**config.mk**
```make
export PLATFORM = sky130hd
export DESIGN_NAME = blit_engine
export DESIGN_NICKNAME = d
export VERILOG_FILES = /design/src/rtl/blit_pkg.sv /design/src/rtl/blit_cmd_decode.sv /design/src/rtl/blit_walker.sv /design/src/rtl/blit_irq.sv /design/src/rtl/blit_engine.sv
export SDC_FILE = /design/constraint.sdc
export NUM_CORES = 1
export LEC_CHECK = 0
export BUFFER_PORTS_ARGS = -buffer_cell sky130_fd_sc_hd__buf_2
export CELL_PAD_IN_SITES_DETAIL_PLACEMENT = 2
export CELL_PAD_IN_SITES_GLOBAL_PLACEMENT = 2
export CORE_MARGIN = 8
export CORE_UTILIZATION = 37
export CTS_CLUSTER_SIZE = 12
export DETAILED_ROUTE_END_ITERATION = 8
export PLACE_DENSITY = 0.95
export RECOVER_POWER = 25
export SLEW_MARGIN = 20
export SYNTH_ARGS = -nofsm -noshare
export SYNTH_HDL_FRONTEND = slang
export SYNTH_SLANG_ARGS = --single-unit
```
**constraint.sdc**
```tcl
create_clock -name clk -period 11.8 [get_ports clk]
set_input_delay 2.36 -clock clk [delete_from_list [all_inputs] [get_ports clk]]
set_output_delay 2.36 -clock clk [all_outputs]
set_load 0.005 [all_outputs]
```
**src/rtl/blit_pkg.sv**
```systemverilog
package blit_pkg;
    localparam int ADDR_W = 24;
    localparam int DIM_W  = 10;
    localparam int PIX_W  = 16;

    localparam logic [7:0] OP_COLOUR  = 8'h0B;
    localparam logic [7:0] OP_DST     = 8'h0C;
    localparam logic [7:0] OP_SRC     = 8'h0D;
    localparam logic [7:0] OP_WIDTH   = 8'h0E;
    localparam logic [7:0] OP_HEIGHT  = 8'h0F;
    localparam logic [7:0] OP_GO_COPY = 8'h21;
    localparam logic [7:0] OP_GO_FILL = 8'h23;

    typedef enum logic [1:0] {ST_IDLE, ST_FILL, ST_READ, ST_WRITE} blit_state_e;
    typedef enum logic [1:0] {GO_NONE, GO_FILL, GO_COPY} launch_e;

    typedef struct packed {
        logic [ADDR_W-1:0] dst;
        logic [ADDR_W-1:0] src;
        logic [DIM_W-1:0]  wid_m1;
        logic [DIM_W-1:0]  hgt_m1;
        logic [PIX_W-1:0]  colour;
    } blit_regs_t;

    function automatic logic [ADDR_W-1:0] even_addr(input logic [31:0] w);
        return {w[ADDR_W-1:1], 1'b0};
    endfunction
endpackage

```
**src/rtl/blit_cmd_decode.sv**
```systemverilog
module blit_cmd_decode
    import blit_pkg::*;
(
    input  logic        clk,
    input  logic        rst,
    input  logic        accept,
    input  logic [31:0] word,
    output blit_regs_t  regs,
    output launch_e     launch
);
    logic [7:0] opc;
    assign opc = word[31:24];

    always_ff @(posedge clk) begin
        if (rst) begin
            regs <= '0;
        end else if (accept) begin
            case (opc)
                OP_DST:    regs.dst    <= even_addr(word);
                OP_SRC:    regs.src    <= even_addr(word);
                OP_WIDTH:  regs.wid_m1 <= word[DIM_W-1:0];
                OP_HEIGHT: regs.hgt_m1 <= word[DIM_W-1:0];
                OP_COLOUR: regs.colour <= word[PIX_W-1:0];
                default:   ;
            endcase
        end
    end

    always_comb begin
        launch = GO_NONE;
        if (accept) begin
            if (opc == OP_GO_FILL)      launch = GO_FILL;
            else if (opc == OP_GO_COPY) launch = GO_COPY;
        end
    end
endmodule

```
**src/rtl/blit_walker.sv**
```systemverilog
module blit_walker
    import blit_pkg::*;
#(
    parameter int LINE_PIXELS = 64
) (
    input  logic              clk,
    input  logic              rst,
    input  logic              start,
    input  logic              step,
    input  blit_regs_t        regs,
    output logic [ADDR_W-1:0] dst_addr,
    output logic [ADDR_W-1:0] src_addr,
    output logic              last
);
    localparam logic [ADDR_W-1:0] STRIDE = ADDR_W'(LINE_PIXELS * 2);

    logic [DIM_W-1:0]  x_q, y_q;
    logic [ADDR_W-1:0] drow_q, srow_q;
    logic [ADDR_W-1:0] xoff;

    always_ff @(posedge clk) begin
        if (rst) begin
            x_q    <= '0;
            y_q    <= '0;
            drow_q <= '0;
            srow_q <= '0;
        end else if (start) begin
            x_q    <= '0;
            y_q    <= '0;
            drow_q <= regs.dst;
            srow_q <= regs.src;
        end else if (step) begin
            if (x_q == regs.wid_m1) begin
                x_q    <= '0;
                y_q    <= y_q + 1'b1;
                drow_q <= drow_q + STRIDE;
                srow_q <= srow_q + STRIDE;
            end else begin
                x_q <= x_q + 1'b1;
            end
        end
    end

    assign xoff     = ADDR_W'({x_q, 1'b0});
    assign dst_addr = drow_q + xoff;
    assign src_addr = srow_q + xoff;
    assign last     = (x_q == regs.wid_m1) && (y_q == regs.hgt_m1);
endmodule

```
**src/rtl/blit_irq.sv**
```systemverilog
module blit_irq (
    input  logic clk,
    input  logic rst,
    input  logic done,
    input  logic clr,
    input  logic en,
    output logic status,
    output logic irq
);
    always_ff @(posedge clk) begin
        if (rst)       status <= 1'b0;
        else if (done) status <= 1'b1;
        else if (clr)  status <= 1'b0;
    end
    assign irq = status & en;
endmodule

```
**src/rtl/blit_engine.sv**
```systemverilog
module blit_engine
    import blit_pkg::*;
#(
    parameter int LINE_PIXELS = 64
) (
    input  logic              clk,
    input  logic              rst,
    input  logic              cmd_valid,
    input  logic [31:0]       cmd_word,
    output logic              cmd_pop,
    output logic              mem_req,
    output logic              mem_we,
    output logic [ADDR_W-1:0] mem_addr,
    output logic [PIX_W-1:0]  mem_wdata,
    input  logic [PIX_W-1:0]  mem_rdata,
    input  logic              mem_gnt,
    output logic              busy,
    input  logic              irq_en,
    input  logic              irq_clr,
    output logic              irq_status,
    output logic              irq
);
    blit_state_e       state_q;
    blit_regs_t        regs;
    launch_e           launch;
    logic [ADDR_W-1:0] dst_addr, src_addr;
    logic              last, step, done;
    logic [PIX_W-1:0]  hold_q;

    assign cmd_pop = cmd_valid && (state_q == ST_IDLE);

    blit_cmd_decode u_dec (
        .clk(clk), .rst(rst), .accept(cmd_pop), .word(cmd_word),
        .regs(regs), .launch(launch)
    );

    assign step = mem_gnt && ((state_q == ST_FILL) || (state_q == ST_WRITE));
    assign done = step && last;

    blit_walker #(.LINE_PIXELS(LINE_PIXELS)) u_walk (
        .clk(clk), .rst(rst), .start(launch != GO_NONE), .step(step),
        .regs(regs), .dst_addr(dst_addr), .src_addr(src_addr), .last(last)
    );

    always_ff @(posedge clk) begin
        if (rst) begin
            state_q <= ST_IDLE;
            hold_q  <= '0;
        end else begin
            case (state_q)
                ST_IDLE: begin
                    if (launch == GO_FILL)      state_q <= ST_FILL;
                    else if (launch == GO_COPY) state_q <= ST_READ;
                end
                ST_FILL:  if (done) state_q <= ST_IDLE;
                ST_READ: begin
                    if (mem_gnt) begin
                        hold_q  <= mem_rdata;
                        state_q <= ST_WRITE;
                    end
                end
                ST_WRITE: if (mem_gnt) state_q <= last ? ST_IDLE : ST_READ;
                default:  state_q <= ST_IDLE;
            endcase
        end
    end

    assign busy      = (state_q != ST_IDLE);
    assign mem_req   = busy;
    assign mem_we    = (state_q == ST_FILL) || (state_q == ST_WRITE);
    assign mem_addr  = (state_q == ST_READ) ? src_addr : dst_addr;
    assign mem_wdata = (state_q == ST_FILL) ? regs.colour : hold_q;

    blit_irq u_irq (
        .clk(clk), .rst(rst), .done(done), .clr(irq_clr), .en(irq_en),
        .status(irq_status), .irq(irq)
    );
endmodule

```
==> results of run 1 <==
==> layer usage <==
metal  global-route usage (%)  part of all wire, %  vias to the layer above
li1                         -                    -                     3655
met1                     32.4                   41                     4236
met2                     47.6                   49                      348
met3                     5.40                  5.6                      117
met4                     13.0                  3.8                        2
met5                        0                0.035                        -
==> cells in the mapped netlist (all sizes together), types with 10 or more instances <==
| cell | count | area share [%] |
|---|---|---|
| a21oi | 127 | 7.7 |
| a31oi | 10 | 0.76 |
| nand2 | 245 | 11 |
| clkbuf | 49 | 2.2 |
| or3 | 15 | 1.1 |
| and3 | 14 | 1.1 |
| nor3 | 22 | 1.4 |
| o21ai | 27 | 1.6 |
| xor2 | 36 | 3.8 |
| nand3 | 27 | 1.6 |
| xnor2 | 31 | 3.3 |
| dfxtp | 167 | 41 |
| nor2 | 82 | 3.9 |
| mux2i | 38 | 4.6 |
| buf | 20 | 1.7 |
| mux2 | 18 | 2.5 |
| ha | 15 | 2.3 |
| and2 | 12 | 0.91 |
==> power groups by stage <==
stage | Clock [mW] | Sequential, mW | Combinational [mW]
5_1_grt | 0.639 | 0.564 | 0.0356
3_3_place_gp | 0 | 0.577 | 0.0317
2_1_floorplan | 0 | 0.577 | 0.0135
4_1_cts | 0.617 | 0.564 | 0.0341
6_report | 0.614 | 0.564 | 0.0341
3_5_place_dp | 0 | 0.577 | 0.0331
==> cells by family (layout without fill, tap and decap cells) <==
| logic type | after synthesis | after routing | synth area share, % |
|---|---|---|---|
| other cells | 1 | 1 | 0.0455 |
| mux | 56 | 56 | 7.07 |
| xor+xnor | 67 | 67 | 7.12 |
| compound gates | 202 | 202 | 13.8 |
| fa+ha+maj | 16 | 16 | 2.52 |
| simple gates | 457 | 457 | 24.8 |
| buf+inv | 74 | 144 | 4.11 |
| flops | 167 | 167 | 40.6 |
==> sequential cells by signal, indices dropped and copies added (netlist names) <==
register and flops:
u_walk.x_q 10, u_irq.status 1, u_walk.srow_q 23, u_walk.y_q 10
u_walk.drow_q 23, hold_q 16, u_dec.regs 82, state_q 2
==> worst max-delay path, delay by kind of cell (launching register included) <==
family	cells	cell delay [ns]
and+or+nand+nor	4	1.02
xor gates and xnor gates	1	0.23
DFF	1	0.51
buffers and inverters	1	0.17
AOI/OAI and AO/OA	4	1.48
adders and majority gates	2	0.64
==> worst max path at each step <==
| stage | end | slack, ns | cells after the start |
|---|---|---|---|
| after floorplan | mem_addr[19] | 6.32 | 14 |
| after global placement | mem_addr[21] | 5.94 | 12 |
| after detailed placement | mem_addr[21] | 5.65 | 12 |
| after CTS | mem_addr[23] | 4.95 | 12 |
| after global routing | mem_addr[23] | 4.74 | 12 |
| final | mem_addr[23] | 4.96 | 12 |
==> per-stage QoR <==
stage / setup slack [ns] / util (%) / area [µm²] / hold WS (ns) / instances
2_1_floorplan: 6.32 / - / 8240 / 0.432 / 1040
3_3_place_gp: 5.94 / 40.5 / 8840 / 0.439 / 1358
3_5_place_dp: 5.65 / 40.5 / 8840 / 0.450 / 1358
4_1_cts: 4.95 / 43.4 / 9460 / 0.460 / 1390
5_1_grt: 4.74 / 43.2 / 9430 / 0.481 / 1390
6_report: 4.96 / 43.2 / 9430 / 0.457 / 1390
==> final cells by class <==
cell class              instances  share of cell area, %
clock inverters                14                   1.94
well taps                     280                   3.72
repair buffers                107                   5.75
inverters                       5                  0.199
clock buffers                  18                   4.66
multi-input cells             799                   48.3
flip-flops and latches        167                   35.5
==> metrics, run 1 <==
status finished, violations left; failing checks max-capacitance violations, max-slew violations; DRT Pass-1 Iters 5; critical-path cell list nand2b_1, nand2_1, nand2_1, ha_1, fa_1, a21o_1, a21oi_1, o21ai_0, o21ai_0, nor3_1, xnor2_1, buf_2; worst endpoint data arrival time 4.48 ns; CTS Buf Count 17; Power Dens Cells 129 nW/µm²; DPL Wire Length 23400 µm; Main synth FF type dfxtp_1; P_sw 0.294 mW; Clock power frac 50.6%; Max Cap Viol 2; total setup buffers inserted after CTS 0; die area 27300 µm²; Gate Count Post-Synth 1040; length in cells of the worst reg-to-reg path 7; Yosys Warn Count 0; first-pass GRT wire length 57600 µm; Slew @ Worst Pin 1.99 ns; Die X 165 µm; fillcell total 2438; Clock transition at path regs 0.07 ns; Setup Skew 0.0117 ns; Sequential Power Share 46.5%; reg2reg start state_q[0]; Max clock buf depth 2; Final setup viols 0; reg2reg end u_walk.drow_q[18]; sequential area share after synthesis 40.6%; RSZ-0062 raised after global routing false; clk_lat worst skew 0.45 ns; via count 8358; r2r setup slk 7.94 ns; Die Y-Extent 165 µm; CP max-delay cell o21ai_0; worst vdd ir 110 µV; sw frac 24.3%; Inserted Diodes 0; share of cells above drive strength 1 14.3%; grt ovf 0; drt wl/cell 27.0 µm; Storage cell area 3340 µm²; final hold violations 0; multi-input logic area 4550 µm²; CP Max Fanout 16; TritonCTS clock tree yes; commonest non-fill, non-tap cell in the layout nand2_1; Comb pwr share 2.8%; Core Region 21800 µm²; Seq cells post-synth 167; EDFF count, synth 0; Rows 54; Period Utilization, post-route 57.9%; commonest non-fill, non-tap cells in the layout nand2_1, dfxtp_1, a21oi_1; Setup crit start kind flip-flop; H-tree depth 4; Synthesized Nets 1110; largest net degree at the start of global routing 84; I/O Buffers 98; CTS sink count 167; Layout area overhead 14.4%; total global-route track usage 27.6%; Top Ports 100; Mapped Area 8240 µm²; final wirelength 37500 µm; Final GP Congestion 0.819; Layout Nets 1167; Min-Delay Path Depth 2; Tot Pwr 1.21 mW; Hold Buf Count CTS 0; Initial Utilization 37.8%; Root Driver clkbuf_16; worst hold-check path type flip-flop to flip-flop; initial antenna violation count 1; Max-slew headroom -32.6%; Power Internal 0.918 mW; hold_sp hold_q[5]; Worst path max stage delay 0.74 ns; fmax 146 MHz; vias in the first global route 9482; Pleak 3.60 nW; WS Path Type flip-flop to output pin; Gates resized, CTS repair 0; ys async rst share 0%; Slew Limit Fails 73; syn avg cell area 7.93 µm²; Hold Path End hold_q[5]; DRC errors left 0; CP endpoint kind output pin; ANT nets after route 0; Vias/cell 6.01; Req. time, crit path 9.44 ns; post-route setup TNS 0 ns; Setup crit start state_q[1]; detailed router's first-iteration violation count 631; post-layout minimum cycle time 6.84 ns; Yosys cell types 57
No activity file was read; power rests on OpenSTA's default activity.
==> inputs of run 2 (changes only) <==
--- a/config.mk
+++ b/config.mk
@@ -9,10 +9,10 @@
 export CELL_PAD_IN_SITES_DETAIL_PLACEMENT = 2
 export CELL_PAD_IN_SITES_GLOBAL_PLACEMENT = 2
 export CORE_MARGIN = 8
-export CORE_UTILIZATION = 37
+export CORE_UTILIZATION = 31
 export CTS_CLUSTER_SIZE = 12
 export DETAILED_ROUTE_END_ITERATION = 8
-export PLACE_DENSITY = 0.95
+export PLACE_DENSITY = 0.87
 export RECOVER_POWER = 25
 export SLEW_MARGIN = 20
 export SYNTH_ARGS = -nofsm -noshare
==> constraint.sdc (replaced) <==
create_clock -name clk -period 5.9 [get_ports clk]
set_input_delay 1.18 -clock clk [delete_from_list [all_inputs] [get_ports clk]]
set_output_delay 1.18 -clock clk [all_outputs]
set_load 0.005 [all_outputs]
==> run 2 against run 1 <==
Against the previous run:
- the run still ends with max-capacitance violations, max-slew violations left
- die area up 17%
- combinational power increased by 94%
- design area grew 0.46%
- critical path depth is the same
- clock power increased by 81%
- count of clock-buffer cells in the layout down 1
- hold slack better by 0.0014 ns
- sequential power rose by 100%
- sequential share of layout area fell by 0.16 points
- setup slack got worse by 4.3 ns
- first-iteration DRC count fell by 28%
- largest cell class unchanged
==> metrics, run 2 (synthesized netlist as in run 1, its figures left out) <==
Slew Limit Fails 37 (-49%); Setup crit start kind flip-flop; GRT met1 Usage 24.7% (-7.7 points); final wirelength 30600 µm (-18%); share of cells above drive strength 1 14.3% (unchanged); grt ovf 0 (unchanged); WS Path Type flip-flop to output pin; post-layout minimum cycle time 5.23 ns; drt wl/cell 21.2 µm (-22%); status finished, violations left; worst vdd ir 140 µV (+27%); Top Ports 100 (unchanged); post-route setup TNS 0 ns (unchanged); DRT Pass-1 Iters 5 (unchanged); CP endpoint kind output pin; fillcell total 2966 (+22%); die area 32100 µm² (+17%); r2r setup slk 2.40 ns (-5.54 ns); total global-route track usage 19.4% (-8.2 points); multi-input logic area 4560 µm² (+0.14%); Clock transition at path regs 0.08 ns (about the same); worst endpoint data arrival time 4.05 ns (-0.43 ns); reg2reg start state_q[1]; Max-slew headroom -33.1% (-0.50 points); failing checks max-capacitance violations, max-slew violations; Power Dens Cells 243 nW/µm² (+89%); final hold violations 0 (unchanged); Post-Layout Cell Count 1446 (+4.0%); DPL Wire Length 21100 µm (-9.6%); via count 7848 (-6.1%); largest net degree at the start of global routing 81 (-3.6%); first-pass GRT wire length 48800 µm (-15%); clk_lat worst skew 0.44 ns (about the same); Largest Register u_dec.regs; leading registers by flop count u_dec.regs (82), u_walk.drow_q (23), u_walk.srow_q (23); RSZ-0062 raised after global routing false; Slew @ Worst Pin 2.00 ns (+0.00747 ns); ANT nets after route 0 (unchanged); reg2reg end u_walk.x_q[9]; DRC errors left 0 (unchanged); Storage cell area 3340 µm² (unchanged); Initial Utilization 31.6% (-6.1 points); length in cells of the worst reg-to-reg path 5 (-2); Worst path max stage delay 0.64 ns (-0.10 ns); Final setup viols 0 (unchanged); Max clock buf depth 2 (unchanged); grt met3 use 2.84% (-2.6 points); TritonCTS clock tree yes; Rows 59 (+9.3%); Layout area overhead 14.9%; crit path to mem_addr[21]; max FFs per register 82 (unchanged); fmax 191 MHz; Pleak 3.60 nW (about the same); Root Driver clkbuf_16; CTS Buf Count 17 (unchanged); Die Y-Extent 179 µm (+8.4%); detailed router's first-iteration violation count 456 (-28%); Vias/cell 5.43 (-9.7%); Gates resized, CTS repair 0 (unchanged); Die X 179 µm (+8.4%); Core Region 26100 µm² (+19%); Layout Nets 1168 (+0.086%); Placed Cells 1414 (+4.1%); Max Cap Viol 1 (-1); commonest non-fill, non-tap cells in the layout nand2_1, dfxtp_1, a21oi_1; I/O Buffers 98 (unchanged); vias in the first global route 8690 (-8.4%); CP Max Fanout 16 (unchanged); Setup Skew 0.0121 ns (+0.000465 ns); commonest non-fill, non-tap cell in the layout nand2_1; critical-path cell list nand2b_1, nand2_1, nand2_1, ha_1, fa_1, a21o_1, a21oi_1, o21ai_0, o21ai_0, nor3_1, xnor2_1, buf_2; H-tree depth 4 (unchanged); Period Utilization, post-route 88.7%; initial antenna violation count 1 (unchanged); Setup crit start state_q[1]; Req. time, crit path 4.72 ns (-4.72 ns); Final GP Congestion 0.792 (-3.3%); total setup buffers inserted after CTS 0 (unchanged); busiest grt layer met2; CTS sink count 167 (unchanged); CP max-delay cell o21ai_0; Hold Buf Count CTS 0 (unchanged); met2 usage 32.8% (-15 points); worst hold-check path type flip-flop to flip-flop
==> run 2: metal layers <==
| metal | up-vias | wire (µm) |
|---|---|---|
| met1 | 3946 | 13900 |
| met4 | 0 | 587 |
| met2 | 200 | 14900 |
| met3 | 36 | 1240 |
| li1 | 3666 | - |
| met5 | - | 0 |
==> run 2: how the worst min path moves through the flow <==
| stage | from | endpoint | slack, ns | cells past startpoint |
|---|---|---|---|---|
| 3_3_place_gp | hold_q[7] | hold_q[7] | 0.44 | 2 |
| 4_1_cts | hold_q[0] | hold_q[0] | 0.46 | 2 |
| 3_5_place_dp | u_dec.regs[53] | u_dec.regs[53] | 0.45 | 2 |
| 6_report | hold_q[0] | hold_q[0] | 0.46 | 2 |
| 2_1_floorplan | u_dec.regs[57] | u_dec.regs[57] | 0.43 | 2 |
| 5_1_grt | u_dec.regs[62] | u_dec.regs[62] | 0.48 | 2 |
==> run 2: final cells by class <==
type | count | share of cell area, %
sequential | 167 | 35.3
clock inverter | 14 | 1.56
inverter | 5 | 0.198
timing repair buffer | 108 | 5.88
multi-input combinational | 799 | 48.1
antenna | 1 | 0.0264
tap | 335 | 4.43
clock buffer | 17 | 4.49
==> run 2: report_power, final <==
group	leakage (nW)	switching (mW)	internal, mW
combinational	1.97	0.0470	0.0191
sequential	1.34	0.00132	1.13
clock	0.283	0.541	0.565
==> run 2: stage by stage <==
stage	utilization, %	hold WS, ns	cell area [µm²]	setup WS [ns]	total power, mW
2_1_floorplan	-	0.432	8240	1.60	1.18
3_3_place_gp	34.2	0.439	8920	1.20	1.22
3_5_place_dp	34.2	0.449	8920	1.04	1.22
4_1_cts	36.4	0.464	9490	0.560	2.32
5_1_grt	36.3	0.480	9470	0.286	2.37
6_report	36.3	0.459	9470	0.669	2.30
==> run 2: critical path: cells and delay by family (launching register included) <==
kind / cells / cell delay, ns
simple gates: 4 / 0.89
fa+ha+maj: 2 / 0.62
buf+inv: 1 / 0.13
flops: 1 / 0.47
compound gates: 4 / 1.35
xor+xnor: 1 / 0.16
==> inputs of run 3 (changes only) <==
--- a/config.mk
+++ b/config.mk
@@ -9,10 +9,10 @@
 export CELL_PAD_IN_SITES_DETAIL_PLACEMENT = 2
 export CELL_PAD_IN_SITES_GLOBAL_PLACEMENT = 2
 export CORE_MARGIN = 8
-export CORE_UTILIZATION = 31
+export CORE_UTILIZATION = 34
 export CTS_CLUSTER_SIZE = 12
 export DETAILED_ROUTE_END_ITERATION = 8
-export PLACE_DENSITY = 0.87
+export PLACE_DENSITY = 0.9
 export RECOVER_POWER = 25
 export SLEW_MARGIN = 20
 export SYNTH_ARGS = -nofsm -noshare
==> constraint.sdc (replaced) <==
create_clock -name clk -period 5.7 [get_ports clk]
set_input_delay 1.14 -clock clk [delete_from_list [all_inputs] [get_ports clk]]
set_output_delay 1.14 -clock clk [all_outputs]
set_load 0.005 [all_outputs]
==> run 3 against run 2 <==
Against the previous run:
- the run still ends with max-capacitance violations, max-slew violations left
- sequential share of layout area did not move
- design area did not move
- sequential power rose by 4%
- wire length rose by 10%
- non-clock buffer count fell by 1
- via count rose by 2.7%
- count of clock-buffer cells in the layout rose by 1
- clock skew rose by 0.0043 ns
==> metrics, run 3 (synthesized netlist as in run 1, its figures left out) <==
worst vdd ir 193 µV (+38%); total global-route track usage 23.2% (+3.8 points); DRT Pass-1 Iters 5 (unchanged); Max clock buf depth 2 (unchanged); commonest non-fill, non-tap cells in the layout nand2_1, dfxtp_1, a21oi_1; CTS Buf Count 17 (unchanged); Min Hold Slack 0.456 ns (-0.00259 ns); Rows 57 (-3.4%); Final GP Congestion 0.821 (+3.7%); Final setup viols 0 (unchanged); critical-path cell list nor2b_1, buf_4, nand2_1, nand2_1, ha_1, fa_1, a21o_1, a21oi_1, o21ai_0, o21ai_0, nor3_1, xnor2_1, buf_2; Die Y-Extent 172 µm (-4.1%); total setup buffers inserted after CTS 0 (unchanged); via count 8063 (+2.7%); CP Max Fanout 28 (+12); P_sw 0.643 mW (+9.1%); Setup crit start kind flip-flop; multi-input logic area 4570 µm² (+0.30%); Comb pwr share 2.9% (about the same); WS Path Type flip-flop to output pin; status finished, violations left; Req. time, crit path 4.56 ns (-0.16 ns); Power Dens Cells 255 nW/µm² (+5.1%); Core Region 24000 µm² (-7.8%); hold_sp hold_q[5]; Bufs and invs on worst path 2 (+1); Storage cell area 3340 µm² (unchanged); Sequential Power Share 48.3% (-0.7 points); final hold violations 0 (unchanged); largest net degree at the start of global routing 93 (+15%); vias in the first global route 8900 (+2.4%); Slew @ Worst Pin 2.73 ns (+0.736 ns); drt wl/cell 23.5 µm (+11%); Pleak 3.59 nW (-0.24%); Vias/cell 5.61 (+3.5%); Power Internal 1.78 mW (+3.8%); first-pass GRT wire length 52400 µm (+7.3%); die area 29500 µm² (-8.1%); I/O Buffers 98 (unchanged); Setup Skew 0.0164 ns (+0.00430 ns); post-route setup TNS 0 ns (unchanged); DP Area 8900 µm² (-0.18%); Largest Register u_dec.regs; Period Utilization, post-route 89.3%; Max Cap Viol 2 (+1); worst hold-check path type flip-flop to flip-flop; Top Ports 100 (unchanged); design area 9470 µm² (unchanged); CTS sink count 167 (unchanged); share of cells above drive strength 1 14.4% (+0.090 points); Final Util 39.4% (+3.1 points); Gates resized, CTS repair 0 (unchanged); failing checks max-capacitance violations, max-slew violations; reg2reg start u_walk.x_q[3]; grt ovf 0 (unchanged); Clock power frac 48.8% (+0.7 points); Root Driver clkbuf_16; post-layout minimum cycle time 5.09 ns; Clock transition at path regs 0.08 ns (about the same); Layout area overhead 14.9% (unchanged); final wirelength 33700 µm (+10%); Initial Utilization 34.3% (+2.7 points); top cell family by delay on the critical path compound AO/OA/AOI/OAI gates; Hold Buf Count CTS 0 (unchanged); Tot Pwr 2.42 mW (+5.1%); DPL Wire Length 21400 µm (+0.96%); Layout Nets 1167 (-0.086%); CP endpoint kind output pin; Setup crit start state_q[0]; CP max-delay cell o21ai_0; RSZ-0062 raised after global routing false; max FFs per register 82 (unchanged); clk_lat worst skew 0.45 ns (about the same); worst endpoint data arrival time 3.95 ns (-0.10 ns); Die X 172 µm (-4.1%); fillcell total 2758 (-7.0%); commonest non-fill, non-tap cell in the layout nand2_1; fmax 197 MHz; Max-slew headroom -82.2% (-49 points); leading registers by flop count u_dec.regs (82), u_walk.drow_q (23), u_walk.srow_q (23); Worst path max stage delay 0.66 ns (+0.02 ns); DRC errors left 0 (unchanged); sw frac 26.6% (+0.96 points); initial antenna violation count 1 (unchanged); Slew Limit Fails 151 (+310%); ANT nets after route 0 (unchanged); H-tree depth 4 (unchanged); detailed router's first-iteration violation count 423 (-7.2%); TritonCTS clock tree yes
## run 3: worst reg2reg max path: stages (launching register included)
cell      delay (ns)
dfxtp_1         0.49
xor2_1          0.12
nor4_1          0.48
and3_1          0.76
buf_4           0.36
nand3_1         0.29
a221oi_1        0.40
a211oi_1        0.09
## run 3: through the flow
stage | cells | setup WS (ns)
3_5_place_dp | 1402 | 1.05
3_3_place_gp | 1402 | 1.25
2_1_floorplan | 1040 | 1.44
6_report | 1436 | 0.612
4_1_cts | 1434 | 0.558
5_1_grt | 1436 | 0.153
## run 3: layout make-up
cell class / instances / area share [%]
tap: 324 / 4.28
clock inverter: 14 / 1.59
timing repair buffer: 107 / 5.79
inverter: 5 / 0.198
multi-input combinational: 799 / 48.3
sequential: 167 / 35.3
antenna: 2 / 0.0528
clock buffer: 18 / 4.53
## run 3: final timing paths
path                        to  slack [ns]  depth (start not counted)
setup reg to reg    state_q[0]        2.46                          7
hold reg to reg      hold_q[5]        0.46                          2
setup / recovery  mem_addr[21]        0.61                         13
hold / removal       hold_q[5]        0.46                          2
## run 3: power by group through the flow
| stage | Combinational (mW) | Clock, mW | Sequential, mW |
|---|---|---|---|
| 2_1_floorplan | 0.0280 | 0 | 1.19 |
| 3_3_place_gp | 0.0669 | 0 | 1.20 |
| 3_5_place_dp | 0.0683 | 0 | 1.20 |
| 4_1_cts | 0.0697 | 1.19 | 1.17 |
| 5_1_grt | 0.0740 | 1.23 | 1.17 |
| 6_report | 0.0699 | 1.18 | 1.17 |
## run 3: layer usage
metal  share of wire [%]  global-route usage, %  wire (µm)
met5                   0                      0          0
met3                 4.5                   4.34       1510
met2                  49                   39.2      16600
met4                 3.1                   10.6       1050
met1                  43                   28.1      14500
